===== src/rtl/aud_tx_pkg.sv =====
package aud_tx_pkg;

    typedef enum logic [1:0] {
        FMT_I2S  = 2'd0,
        FMT_LJ   = 2'd1,
        FMT_TDM  = 2'd2,
        FMT_TDMD = 2'd3
    } fmt_e;

    // word length in bits from its two-bit code
    function automatic logic [5:0] wlen_bits(input logic [1:0] sel);
        case (sel)
            2'd0:    return 6'd16;
            2'd1:    return 6'd20;
            2'd2:    return 6'd24;
            default: return 6'd32;
        endcase
    endfunction

    // TDM slot count; the reserved code yields zero slots
    function automatic logic [2:0] tdm_slots(input logic [1:0] sel);
        case (sel)
            2'd0:    return 3'd2;
            2'd1:    return 3'd4;
            2'd2:    return 3'd6;
            default: return 3'd0;
        endcase
    endfunction

endpackage


===== src/rtl/aud_tx_edge.sv =====
module aud_tx_edge (
    input  logic clk,
    input  logic rst_n,
    input  logic bck_i,
    input  logic lrck_i,
    output logic tick_o,
    output logic rise_o,
    output logic fall_o
);

    typedef struct packed {
        logic bck;
        logic lrck;
    } edge_t;

    edge_t edge_d, edge_q;

    always_comb begin
        edge_d     = edge_q;
        edge_d.bck = bck_i;
        tick_o     = edge_q.bck && !bck_i;
        rise_o     = tick_o && lrck_i && !edge_q.lrck;
        fall_o     = tick_o && !lrck_i && edge_q.lrck;
        if (tick_o) begin
            edge_d.lrck = lrck_i;
        end
    end

    always_ff @(posedge clk) begin
        if (!rst_n) begin
            edge_q <= '0;
        end else begin
            edge_q <= edge_d;
        end
    end

endmodule


===== src/rtl/aud_tx_seq.sv =====
module aud_tx_seq
    import aud_tx_pkg::*;
#(
    parameter int NCH = 6
) (
    input  logic                       clk,
    input  logic                       rst_n,
    input  logic                       tick_i,
    input  logic                       rise_i,
    input  logic                       fall_i,
    input  logic                       lrck_i,
    input  logic [1:0]                 fmt_i,
    input  logic [1:0]                 wlen_sel_i,
    input  logic [1:0]                 cnt_sel_i,
    input  logic [7:0]                 off_i,
    output logic                       start_o,
    output logic                       active_o,
    output logic [$clog2(NCH+1)-1:0]   slot_o,
    output logic [5:0]                 bit_o
);

    localparam int SLOT_W = $clog2(NCH + 1);

    typedef struct packed {
        logic [8:0]        off;
        logic [SLOT_W-1:0] slot;
        logic [5:0]        bitn;
        logic [SLOT_W-1:0] lim;
    } seq_t;

    seq_t seq_d, seq_q;
    fmt_e fmt;
    logic [5:0] wlen;
    logic is_tdm, left_now, half_start;

    always_comb begin
        fmt        = fmt_e'(fmt_i);
        wlen       = wlen_bits(wlen_sel_i);
        is_tdm     = fmt_i[1];
        left_now   = (fmt == FMT_I2S) ? !lrck_i : lrck_i;
        half_start = tick_i && !is_tdm && (rise_i || fall_i);
        start_o    = is_tdm ? rise_i : (half_start && left_now);
        seq_d      = seq_q;
        if (tick_i) begin
            if (is_tdm && rise_i) begin
                seq_d.off  = {1'b0, off_i} + {8'd0, fmt == FMT_TDMD};
                seq_d.slot = '0;
                seq_d.bitn = '0;
                seq_d.lim  = SLOT_W'(tdm_slots(cnt_sel_i));
            end else if (half_start) begin
                seq_d.off  = '0;
                seq_d.slot = left_now ? SLOT_W'(0) : SLOT_W'(1);
                seq_d.bitn = '0;
                seq_d.lim  = seq_d.slot + SLOT_W'(1);
            end else if (seq_q.off != 9'd0) begin
                seq_d.off = seq_q.off - 9'd1;
            end else if (seq_q.bitn >= wlen - 6'd1) begin
                seq_d.bitn = '0;
                if (seq_q.slot != '1) begin
                    seq_d.slot = seq_q.slot + SLOT_W'(1);
                end
            end else begin
                seq_d.bitn = seq_q.bitn + 6'd1;
            end
        end
        active_o = tick_i && (seq_d.off == 9'd0) && (seq_d.slot < seq_d.lim);
        slot_o   = seq_d.slot;
        bit_o    = seq_d.bitn;
    end

    always_ff @(posedge clk) begin
        if (!rst_n) begin
            seq_q <= '0;
        end else begin
            seq_q <= seq_d;
        end
    end

    // bit counter wraps at the configured word length
    p_bit_in_word_r2: assert property (@(posedge clk) disable iff (!rst_n)
        active_o |-> (bit_o < wlen_bits(wlen_sel_i)));

    // every stereo half opens with an MSB
    p_half_msb_r3: assert property (@(posedge clk) disable iff (!rst_n)
        (tick_i && !fmt_i[1] && (rise_i || fall_i)) |-> (active_o && bit_o == 6'd0));

    // rejected channel count transmits nothing from the sync on
    p_reject_r6: assert property (@(posedge clk) disable iff (!rst_n)
        (start_o && fmt_i[1] && cnt_sel_i == 2'b11) |-> !active_o);

    // non-zero lead keeps the sync bit silent
    p_lead_zero_r7: assert property (@(posedge clk) disable iff (!rst_n)
        (start_o && fmt_i[1] && (off_i != 8'd0 || fmt_i[0])) |-> !active_o);

endmodule


===== src/rtl/aud_tx_bitsel.sv =====
module aud_tx_bitsel
    import aud_tx_pkg::*;
#(
    parameter int NCH = 6,
    parameter int SW  = 32
) (
    input  logic [NCH*SW-1:0]         smp_i,
    input  logic                      active_i,
    input  logic [$clog2(NCH+1)-1:0]  slot_i,
    input  logic [5:0]                bit_i,
    input  logic [1:0]                wlen_sel_i,
    output logic                      bit_o
);

    localparam int IDX_W = $clog2(SW);

    logic [SW-1:0] lane [NCH];
    logic [5:0]    idx;

    for (genvar g = 0; g < NCH; g++) begin : g_lane
        assign lane[g] = smp_i[g*SW +: SW];
    end

    always_comb begin
        idx   = wlen_bits(wlen_sel_i) - 6'd1 - bit_i;
        bit_o = 1'b0;
        for (int c = 0; c < NCH; c++) begin
            if (active_i && slot_i == ($clog2(NCH+1))'(c)) begin
                bit_o = lane[c][idx[IDX_W-1:0]];
            end
        end
    end

endmodule


===== src/rtl/aud_serial_tx.sv =====
module aud_serial_tx
    import aud_tx_pkg::*;
#(
    parameter int NCH = 6,
    parameter int SW  = 32
) (
    input  logic              clk,
    input  logic              rst_n,
    input  logic              bck_i,
    input  logic              lrck_i,
    input  logic [1:0]        fmt_i,
    input  logic [1:0]        wlen_sel_i,
    input  logic [1:0]        tdm_cnt_sel_i,
    input  logic [7:0]        tdm_off_i,
    input  logic [NCH*SW-1:0] samples_i,
    output logic              sd_o
);

    localparam int SLOT_W = $clog2(NCH + 1);

    typedef struct packed {
        logic [NCH*SW-1:0] smp;
        logic              prev;
        logic              sd;
    } tx_t;

    tx_t tx_d, tx_q;
    logic tick, rise, fall, start, active, cur_bit;
    logic [SLOT_W-1:0] slot;
    logic [5:0] bitn;
    logic [NCH*SW-1:0] smp_use;

    aud_tx_edge u_edge (
        .clk    (clk),
        .rst_n  (rst_n),
        .bck_i  (bck_i),
        .lrck_i (lrck_i),
        .tick_o (tick),
        .rise_o (rise),
        .fall_o (fall)
    );

    aud_tx_seq #(.NCH(NCH)) u_seq (
        .clk        (clk),
        .rst_n      (rst_n),
        .tick_i     (tick),
        .rise_i     (rise),
        .fall_i     (fall),
        .lrck_i     (lrck_i),
        .fmt_i      (fmt_i),
        .wlen_sel_i (wlen_sel_i),
        .cnt_sel_i  (tdm_cnt_sel_i),
        .off_i      (tdm_off_i),
        .start_o    (start),
        .active_o   (active),
        .slot_o     (slot),
        .bit_o      (bitn)
    );

    aud_tx_bitsel #(.NCH(NCH), .SW(SW)) u_bitsel (
        .smp_i      (smp_use),
        .active_i   (active),
        .slot_i     (slot),
        .bit_i      (bitn),
        .wlen_sel_i (wlen_sel_i),
        .bit_o      (cur_bit)
    );

    always_comb begin
        tx_d    = tx_q;
        smp_use = start ? samples_i : tx_q.smp;
        if (start) begin
            tx_d.smp = samples_i;
        end
        if (tick) begin
            tx_d.prev = cur_bit;
            tx_d.sd   = (fmt_e'(fmt_i) == FMT_I2S) ? tx_q.prev : cur_bit;
        end
    end

    always_ff @(posedge clk) begin
        if (!rst_n) begin
            tx_q <= '0;
        end else begin
            tx_q <= tx_d;
        end
    end

    assign sd_o = tx_q.sd;

    // output only moves right after a falling bit-clock edge
    p_sd_hold_r11: assert property (@(posedge clk) disable iff (!rst_n)
        (bck_i || !$past(bck_i)) |=> $stable(sd_o));

endmodule


===== config.mk =====
export PLATFORM = sky130hd
export DESIGN_NAME = aud_serial_tx
export DESIGN_NICKNAME = d
export VERILOG_FILES = /design/src/rtl/aud_tx_pkg.sv /design/src/rtl/aud_tx_edge.sv /design/src/rtl/aud_tx_seq.sv /design/src/rtl/aud_tx_bitsel.sv /design/src/rtl/aud_serial_tx.sv
export SDC_FILE = /design/constraint.sdc
export NUM_CORES = 1
export LEC_CHECK = 0
export BUFFER_PORTS_ARGS = -buffer_cell sky130_fd_sc_hd__buf_2
export CAP_MARGIN = 5
export CORE_ASPECT_RATIO = 0.9
export CORE_UTILIZATION = 50
export CTS_CLUSTER_DIAMETER = 100
export DETAILED_ROUTE_END_ITERATION = 12
export PLACE_DENSITY = 0.73
export SYNTH_ARGS = -nofsm -noshare
export SYNTH_HDL_FRONTEND = slang
export SYNTH_HIERARCHICAL = 1
export SYNTH_SLANG_ARGS = --single-unit

===== constraint.sdc =====
create_clock -name clk -period 6 [get_ports clk]
set_clock_uncertainty 0.15 [all_clocks]
set_input_delay 0.3 -clock clk [delete_from_list [all_inputs] [get_ports clk]]
set_output_delay 0.3 -clock clk [all_outputs]
set_load 0.05 [all_outputs]

[After elaboration in Yosys (flattened, before gate mapping)]
Cells that the tools add are included.
Word-level totals
  register bits after elaboration: 217
  output and inout bits: 1
Cells by class
  order comparisons: 3
  mux-type cells: 34
  eq/ne operators: 11
  reduce and logical (&&, ||, !) cells: 28
  add/sub/neg operators: 7
Operators by type and width (number)
  two-way mux 192 bit: 1
  two-way mux 21 bit: 2
  binary-select mux 1 bit (select 5 bit): 6
  two-way mux 18 bit: 1
  two-way mux 9 bit: 2
  one-hot mux 6 bit (3 select lines): 1
  logical AND 1 bit: 17
  two-way mux 1 bit: 16
  adder 8 x 1 -> 9 bit: 1
  logical NOT 9 bit: 1
  two-way mux 3 bit: 3
  one-hot mux 3 bit (3 select lines): 1
  nonzero test 9 bit: 1
  subtractor 9 x 1 -> 9 bit, second input constant: 1
  adder 3 x 1 -> 3 bit, second input constant: 2
  adder 6 x 1 -> 6 bit, second input constant: 1
  equality test 2 bit, second input constant: 3
  equality test 3 x 2 -> 1 bit, second input constant: 2
  equality test 3 bit, second input constant: 2
  >= comparator 6 bit: 1
  logical NOT 2 bit: 3
  < comparator 5 x 6 -> 1 bit, second input constant: 1
  two-way mux 6 bit: 1
  subtractor 6 x 1 -> 6 bit, second input constant: 1
  8 further kinds: 12

[Depth between registers and ports, before layout]
Gate-level depths: netlist of run 1.
  depth after elaboration: 20
  depth in mapped cells: 23
  gate-level depth less buffers: 20

[Modules after synthesis]
The synthesis of run 1 kept the hierarchy.
By module, submodules not included
  aud_serial_tx: seq. area each 3883.7 um^2, instances 1, area each 8265.4 um^2, cells an instance 626
  aud_tx_seq: seq. area each 420.4 um^2, instances 1, area each 1828.0 um^2, cells an instance 224
  aud_tx_bitsel: seq. area each 0.0 um^2, instances 1, area each 1793.0 um^2, cells an instance 134
  aud_tx_edge: seq. area each 40.0 um^2, instances 1, area each 96.3 um^2, cells an instance 9

[Worst setup path after synthesis of run 1]
No wires, ideal clock.
  kind: flip-flop to flip-flop
  start: register u_seq/seq_q[12] in the netlist's numbering
  end: register tx_q[1] in the netlist's numbering
  data required time: 5.734 ns
  setup time: 0.116 ns
  setup slack: 1.532 ns
  data arrival time: 4.202 ns
  cell stages (with the launch flop): 24
  cell sequence: dfxtp_1 inv_1 ha_1 or4b_1 buf_2 nor3_4 and2_4 nor3_2 a32o_1 buf_4 inv_1 ha_1 inv_1 fa_1 buf_6 clkbuf_1 mux4_1 mux2i_1 mux2i_1 a21oi_1 and4_1 o22ai_1 mux2i_1 nor2b_1
RTL lines
  start: declaration: RTL line aud_tx_seq.sv:31  | seq_t seq_d, seq_q;
  start signal: assignment: RTL line aud_tx_seq.sv:75  | seq_q <= seq_d;
  end signal: assignment: RTL line aud_serial_tx.sv:85  | tx_q <= tx_d;
  end: declaration: RTL line aud_serial_tx.sv:27  | tx_t tx_d, tx_q;

[Final worst setup path of run 1]
  start: input bck_i
  end: register tx_q (netlist bit sd_o)
On the way
  elaborated cells between the ends (all ways): 53
  classes of those cells: add/sub (1); order compare (1); eq/ne (5); mux (25); reduce/logical (21)
RTL lines
  start: declaration: RTL line aud_serial_tx.sv:9  | input logic bck_i,
  logical NOT 1 bit *: RTL line aud_tx_edge.sv:21  | tick_o = edge_q.bck && !bck_i;
  logical AND 1 bit *: RTL line aud_tx_edge.sv:21
  named net tick: RTL line aud_serial_tx.sv:28  | logic tick, rise, fall, start, active, cur_bit;
  logical AND 1 bit * (2 in series): RTL line aud_tx_edge.sv:22  | rise_o = tick_o && lrck_i && !edge_q.lrck;
  named net rise: RTL line aud_serial_tx.sv:28
  logical OR 1 bit: RTL line aud_tx_seq.sv:41  | half_start = tick_i && !is_tdm && (rise_i || fall_i);
  logical AND 1 bit: RTL line aud_tx_seq.sv:41
  two-way mux 18 bit: RTL line aud_tx_seq.sv:50  | end else if (half_start) begin
  [2 not listed]
  named net bitn[2]: RTL line aud_serial_tx.sv:30  | logic [5:0] bitn;
  subtractor 5 bit *: RTL line aud_tx_bitsel.sv:25  | idx = wlen_bits(wlen_sel_i) - 6'd1 - bit_i;
  binary-select mux 1 bit (select 5 bit): RTL line aud_tx_bitsel.sv:29  | bit_o = lane[c][idx[IDX_W-1:0]];
  two-way mux 1 bit (implied by the code): RTL line aud_tx_bitsel.sv:29
  two-way mux 1 bit (5 in series): RTL line aud_tx_bitsel.sv:28  | if (active_i && slot_i == ($clog2(NCH+1))'(c)) begin
  two-way mux 1 bit *: RTL line aud_tx_bitsel.sv:28
  named net cur_bit: RTL line aud_serial_tx.sv:28
  two-way mux 1 bit *: RTL line aud_serial_tx.sv:77  | tx_d.sd = (fmt_e'(fmt_i) == FMT_I2S) ? tx_q.prev : cur_bit;
Mark *: on every way through the listed nets, which the timed path passes. The rest lies on a longest branch. The select of a mux whose other input is x is not followed.
A chain may end at the register's enable or synchronous reset.

==> metrics.cfg, run 1 <==
[run_status]
status=completed

[critical_path]
r2r_slack_ns=0.66
cp_slowest_stage_delay_ns=0.67
path_cells=dlygate4sd3_1 > buf_2 > nor2b_4 > and3b_1 > nor2_1 > a21bo_2 > o21ai_0 > a32o_1 > inv_1 > ha_1 > inv_1 > fa_1 > buf_4 > nor2_1 > a22oi_1 > nand4_1 > nand2_1 > or4_1 > o22ai_1 > o21ai_0 > a31oi_1
r2r_cells=19
crit_fanout=28
r2r-start=u_edge/edge_q[1]$_SDFF_PN0_
crit_type=input pin to register
critPathSlowestCell=fa_1
cp.required_ns=6.29
cp-end-kind=register
worstPathArrival_ns=5.77
r2r-end=sd_o$_SDFFE_PN0P_
critPathLaunchType=input pin

[timing]
timing.setup.tns_ns=0
worstMarginPinSlew_ns=0.902
finalSetupViolCount=0
hold_ws_ns=0.0186
fin_ws_ns=0.522
fin_crit_sh_pct=91.3
fin_crit_ns=5.48
drv_slew=0
rsz0062_at_grt=no
hold_violations=0
fmax_mhz=183
relSlewSlack_pct=39.8

[power]
power_leakage_nw=6.70
total_power_mw=3.44
p_per_area_nw_per_um2=220
peakVddDrop_v=0.000171

[floorplanning]
start_util_pct=51.2
num_io_pins=211
die_y_um=149
die-area_um2=24600
die_w_um=165
num_rows=53
coreArea_um2=23400

[global_routing]
grt_pass1_vias=9437
grt_busiest_layer=met2
gr-usage-met2_pct=45.1
grt_max_degree=118
use_met1_pct=32.0
grt-ovfl-total=0
globalRouteTotalUtil_pct=25.7
antenna_found_initial=0
grt_pass1_wl_um=49500
met3_usage_pct=4.36

[place]
hpwl_um=19300
gp_congestion=0.880
portBuffers=210
place_ws_ns=0.638

[clocking]
clk_pin_slew_ns=0.06
cts_buffers=24
postCtsSetupRepairBufs=0
cts_tree=done
clock-root-buffer=clkbuf_16
htree_levels=1
clock_sinks=217
clkLatencyLatePin_ns=0.52
cts_buffer_depth=3

[min_path]
hold_start=samples_i[62]
hold_path_class=input pin to register
holdPathStages=3
hold_path_end=tx_q[64]$_SDFF_PN0_

[cells_and_area]
seq_area_um2=4340
final_common_cell=dfxtp_1
multiInputGateArea_um2=7040
nets=1576
layout_common_cells=217 x dfxtp_1, 209 x buf_2, 205 x and2_1, 182 x dlygate4sd3_1, 180 x mux2_4
drive_gt1_share_pct=37.0
syn_to_final_growth_pct=30.5
nFillCells=1704
antenna_cells=0

[drt]
drt_iter0_markers=541
wl_um=31600
vias=8922
drtAntennaViolNets=0
drc=0
vias_per_cell=5.36
drt_pass1_iterations=4
wire_per_inst_um=19.0

[logic_synthesis]
syn_area_um2=12000
ys_warn_count=6
avgSynthCellArea_um2=12.1
synth_nets=1222
synthCells=992

[run]
drv_cap=0

==> worst max-delay path: cells and delay by family <==
family                   cells  cell delay, ns
buffers and inverters        5            1.05
AO/OA/AOI/OAI                7            1.22
adder cells (fa/ha/maj)      2            0.80
AND/OR/NAND/NOR              7            2.39
==> power breakdown <==
part | leakage (nW) | switching, mW | internal, mW
combinational | 4.53 | 0.179 | 0.244
clock | 0.416 | 0.605 | 0.947
sequential | 1.75 | 0.00745 | 1.46
total | 6.70 | 0.791 | 2.65
==> stage by stage <==
stage | cells | instance area [µm²] | utilization (%)
after floorplan | 992 | 12000 | -
after global placement | 1440 | 13000 | 55.4
after detailed placement | 1440 | 13000 | 55.4
after CTS | 1664 | 15600 | 66.8
after global routing | 1664 | 15600 | 66.8
final | 1664 | 15600 | 66.8
==> worst max-delay path by stage <==
stage                                          start                   end  depth (start not counted)
after CTS                                      bck_i     sd_o$_SDFFE_PN0P_                         21
after floorplan           u_seq/seq_q[12]$_SDFF_PN0_  tx_q[1]$_SDFFE_PN0P_                         23
after global placement                         bck_i     sd_o$_SDFFE_PN0P_                         20
final                                          bck_i     sd_o$_SDFFE_PN0P_                         21
after detailed placement                       bck_i     sd_o$_SDFFE_PN0P_                         20
after global routing                           bck_i     sd_o$_SDFFE_PN0P_                         21
==> final cells by class <==
cell class	count	area share, %
clock inverters	10	0.889
repair buffers	403	19.1
inverters	13	0.312
flip-flops and latches	217	27.8
well taps	302	2.42
multi-input cells	687	45.0
clock buffers	32	4.48
==> sequential cells by signal, summed over array words and instances, names as in the netlist <==
register	count
u_seq/seq_q	21
sd_o	1
tx_q	193
u_edge/edge_q	2
==> timing repair <==
item	4_1_cts	5_1_grt
hold buffers	182	0
gates resized for setup	0	0
endpoints found under the hold margin	182	0
==> per-layer routing <==
metal  vias to the layer above  share of wire [%]
li1                       4250                  -
met1                      4355                 43
met2                       259                 50
met3                        58                4.8
met4                         0                2.5
met5                         -                  0
Power figures use the tool's default switching activity.
==> inputs of run 2 (changes only) <==
clock period = 5.75 ns   (was 6 ns; I/O delays follow)
==> run 2 against run 1 <==
Against the previous run:
- critical path depth down 1
- global-route usage is 0.57 points higher
- combinational power increased by 5.9%
- flip-flop and latch count unchanged
- setup slack got worse by 0.092 ns
- clock power up 5%
- first-iteration DRC count is 6.5% lower
- sequential power rose by 4%
- critical path type unchanged
- hold slack better by 0.0039 ns
- die area stayed put
- sequential share of layout area shrank 0.26 points
- design area grew 0.95%
==> metrics.cfg, run 2 (synthesized netlist as in run 1, its figures left out) <==
[cells_and_area]
layout_common_cells=217 x dfxtp_1, 209 x buf_2, 205 x and2_1, 194 x dlygate4sd3_1, 180 x mux2_4
syn_to_final_growth_pct=31.8
largest_register=tx_q
final_common_cell=dfxtp_1
largest_reg_flops=193  ; unchanged
drive_gt1_share_pct=36.3  ; -0.67 points
reg.largest.list=tx_q (193), u_seq/seq_q (21), u_edge/edge_q (2)
final_util_pct=67.4  ; +0.64 points
fin_area_um2=15800  ; +0.95%
nets=1592  ; +1.0%

[floorplanning]
num_rows=53  ; unchanged
die_w_um=165  ; unchanged
die_y_um=149  ; unchanged
coreArea_um2=23400  ; unchanged
start_util_pct=51.2  ; unchanged
num_io_pins=211  ; unchanged
die-area_um2=24600  ; unchanged

[place]
hpwl_um=19100  ; -1.1%
place_ws_ns=0.543  ; -0.0952 ns
gp_congestion=0.907  ; +3.1%
placed_area_um2=13000  ; +0.27%
portBuffers=210  ; unchanged

[drt]
drt_pass1_iterations=5  ; +1
vias_per_cell=5.32  ; -0.70%
drc=0  ; unchanged
wl_um=32200  ; +1.9%
drt_iter0_markers=506  ; -6.5%
vias=8966  ; +0.49%
drtAntennaViolNets=0  ; unchanged
wire_per_inst_um=19.1  ; +0.68%

[critical_path]
crit_type=input pin to register
crit_fanout=28  ; unchanged
critPathLaunchType=input pin
cp-end-kind=register
cp.required_ns=6.05  ; -0.24 ns
worstPathArrival_ns=5.62  ; -0.15 ns

[clocking]
clkLatencyLatePin_ns=0.53  ; about the same
cts_buffers=25  ; +4.2%
htree_levels=1  ; unchanged
clk_pin_slew_ns=0.06  ; about the same
cts_buffer_depth=3  ; unchanged
cts_tree=done
clock_sinks=217  ; unchanged
clock-root-buffer=clkbuf_16

[global_routing]
globalRouteTotalUtil_pct=26.2  ; +0.57 points
grt-ovfl-total=0  ; unchanged
antenna_found_initial=3  ; +3
grt_max_degree=120  ; +1.7%
grt_pass1_wl_um=50300  ; +1.5%
grt_pass1_vias=9588  ; +1.6%

[timing]
timing.setup.tns_ns=0  ; unchanged
fin_crit_sh_pct=92.5
fin_crit_ns=5.32
drv_slew=0  ; unchanged
worstMarginPinSlew_ns=0.912  ; +0.00971 ns
rsz0062_at_grt=no
fmax_mhz=188
relSlewSlack_pct=39.2  ; -0.65 points
hold_violations=0  ; unchanged
fin_ws_ns=0.430  ; -0.0922 ns
finalSetupViolCount=0  ; unchanged
hold_ws_ns=0.0224  ; +0.00388 ns

[power]
p_per_area_nw_per_um2=229  ; +3.8%
power_leakage_nw=6.74  ; +0.66%
peakVddDrop_v=0.000209  ; +22%

[min_path]
hold_path_class=input pin to register

[run_status]
status=completed

[run]
drv_cap=0  ; unchanged

## run 2: cell types whose count changed in the layout (fill, tap and decap cells not counted), moves of 2 or more
cell	delta
dlygate4sd3_1	+12
clkbuf_1	+8
clkinv_2	-5
clkbuf_8	-4
diode_2	+3
buf_4	+2
## run 2: worst paths after layout
check / from / endpoint / slack [ns] / cells past startpoint
max: bck_i / sd_o$_SDFFE_PN0P_ / 0.43 / 20
min reg2reg: u_edge/edge_q[0]$_SDFFE_PN0N_ / u_edge/edge_q[0]$_SDFFE_PN0N_ / 0.35 / 2
max reg2reg: u_edge/edge_q[1]$_SDFF_PN0_ / sd_o$_SDFFE_PN0P_ / 0.54 / 18
min: fmt_i[0] / sd_o$_SDFFE_PN0P_ / 0.02 / 3
## run 2: timing repair
action	in CTS	in global routing
gates resized for setup	0	0
setup buffers	0	0
hold endpoints to repair	194	0
hold buffers	194	0
## run 2: layer usage
metal | vias up | global-route usage (%) | wire length [µm] | share of wire, %
met2 | 281 | 44.6 | 15600 | 49
met1 | 4317 | 33.0 | 13600 | 42
met4 | 0 | 9.40 | 1060 | 3.3
li1 | 4292 | - | - | -
met3 | 76 | 4.95 | 1890 | 5.9
met5 | - | 0 | 0 | 0
## run 2: cell type report
class | instances | area [µm²]
Fill cell | 1669 | 7630
Multi-Input combinational cell | 687 | 7040
Sequential cell | 217 | 4340
Timing Repair Buffer | 418 | 3140
Clock buffer | 37 | 701
Tap cell | 302 | 378
Clock inverter | 7 | 125
Inverter | 13 | 48.8
Antenna cell | 3 | 7.51
## run 2: through the flow
step           total power, mW  cells
2_1_floorplan             1.78    992
3_3_place_gp              1.89   1443
3_5_place_dp              1.90   1443
4_1_cts                   3.62   1681
5_1_grt                   3.72   1684
6_report                  3.61   1684
## run 2: worst max-delay path, cell delays in order
cell and delay [ns]:
dlygate4sd3_1 0.54, buf_2 0.14, nor2b_4 0.51, and3b_1 0.58, nor2_1 0.13, a21bo_2 0.23
o21ai_0 0.10, a32o_1 0.26, inv_1 0.06, ha_1 0.14, inv_1 0.05, fa_1 0.92
nor2b_1 0.46, a22oi_1 0.13, nand4_1 0.12, nand2_1 0.05, or4_1 0.47, o22ai_1 0.18
o21ai_0 0.11, a31oi_1 0.15
## run 2: where the power goes
part           leakage (nW)  switching [mW]  internal, mW
Clock                 0.394           0.648         0.979
Combinational          4.60           0.186         0.261
Sequential             1.75         0.00806          1.52
Total                  6.74           0.842          2.77
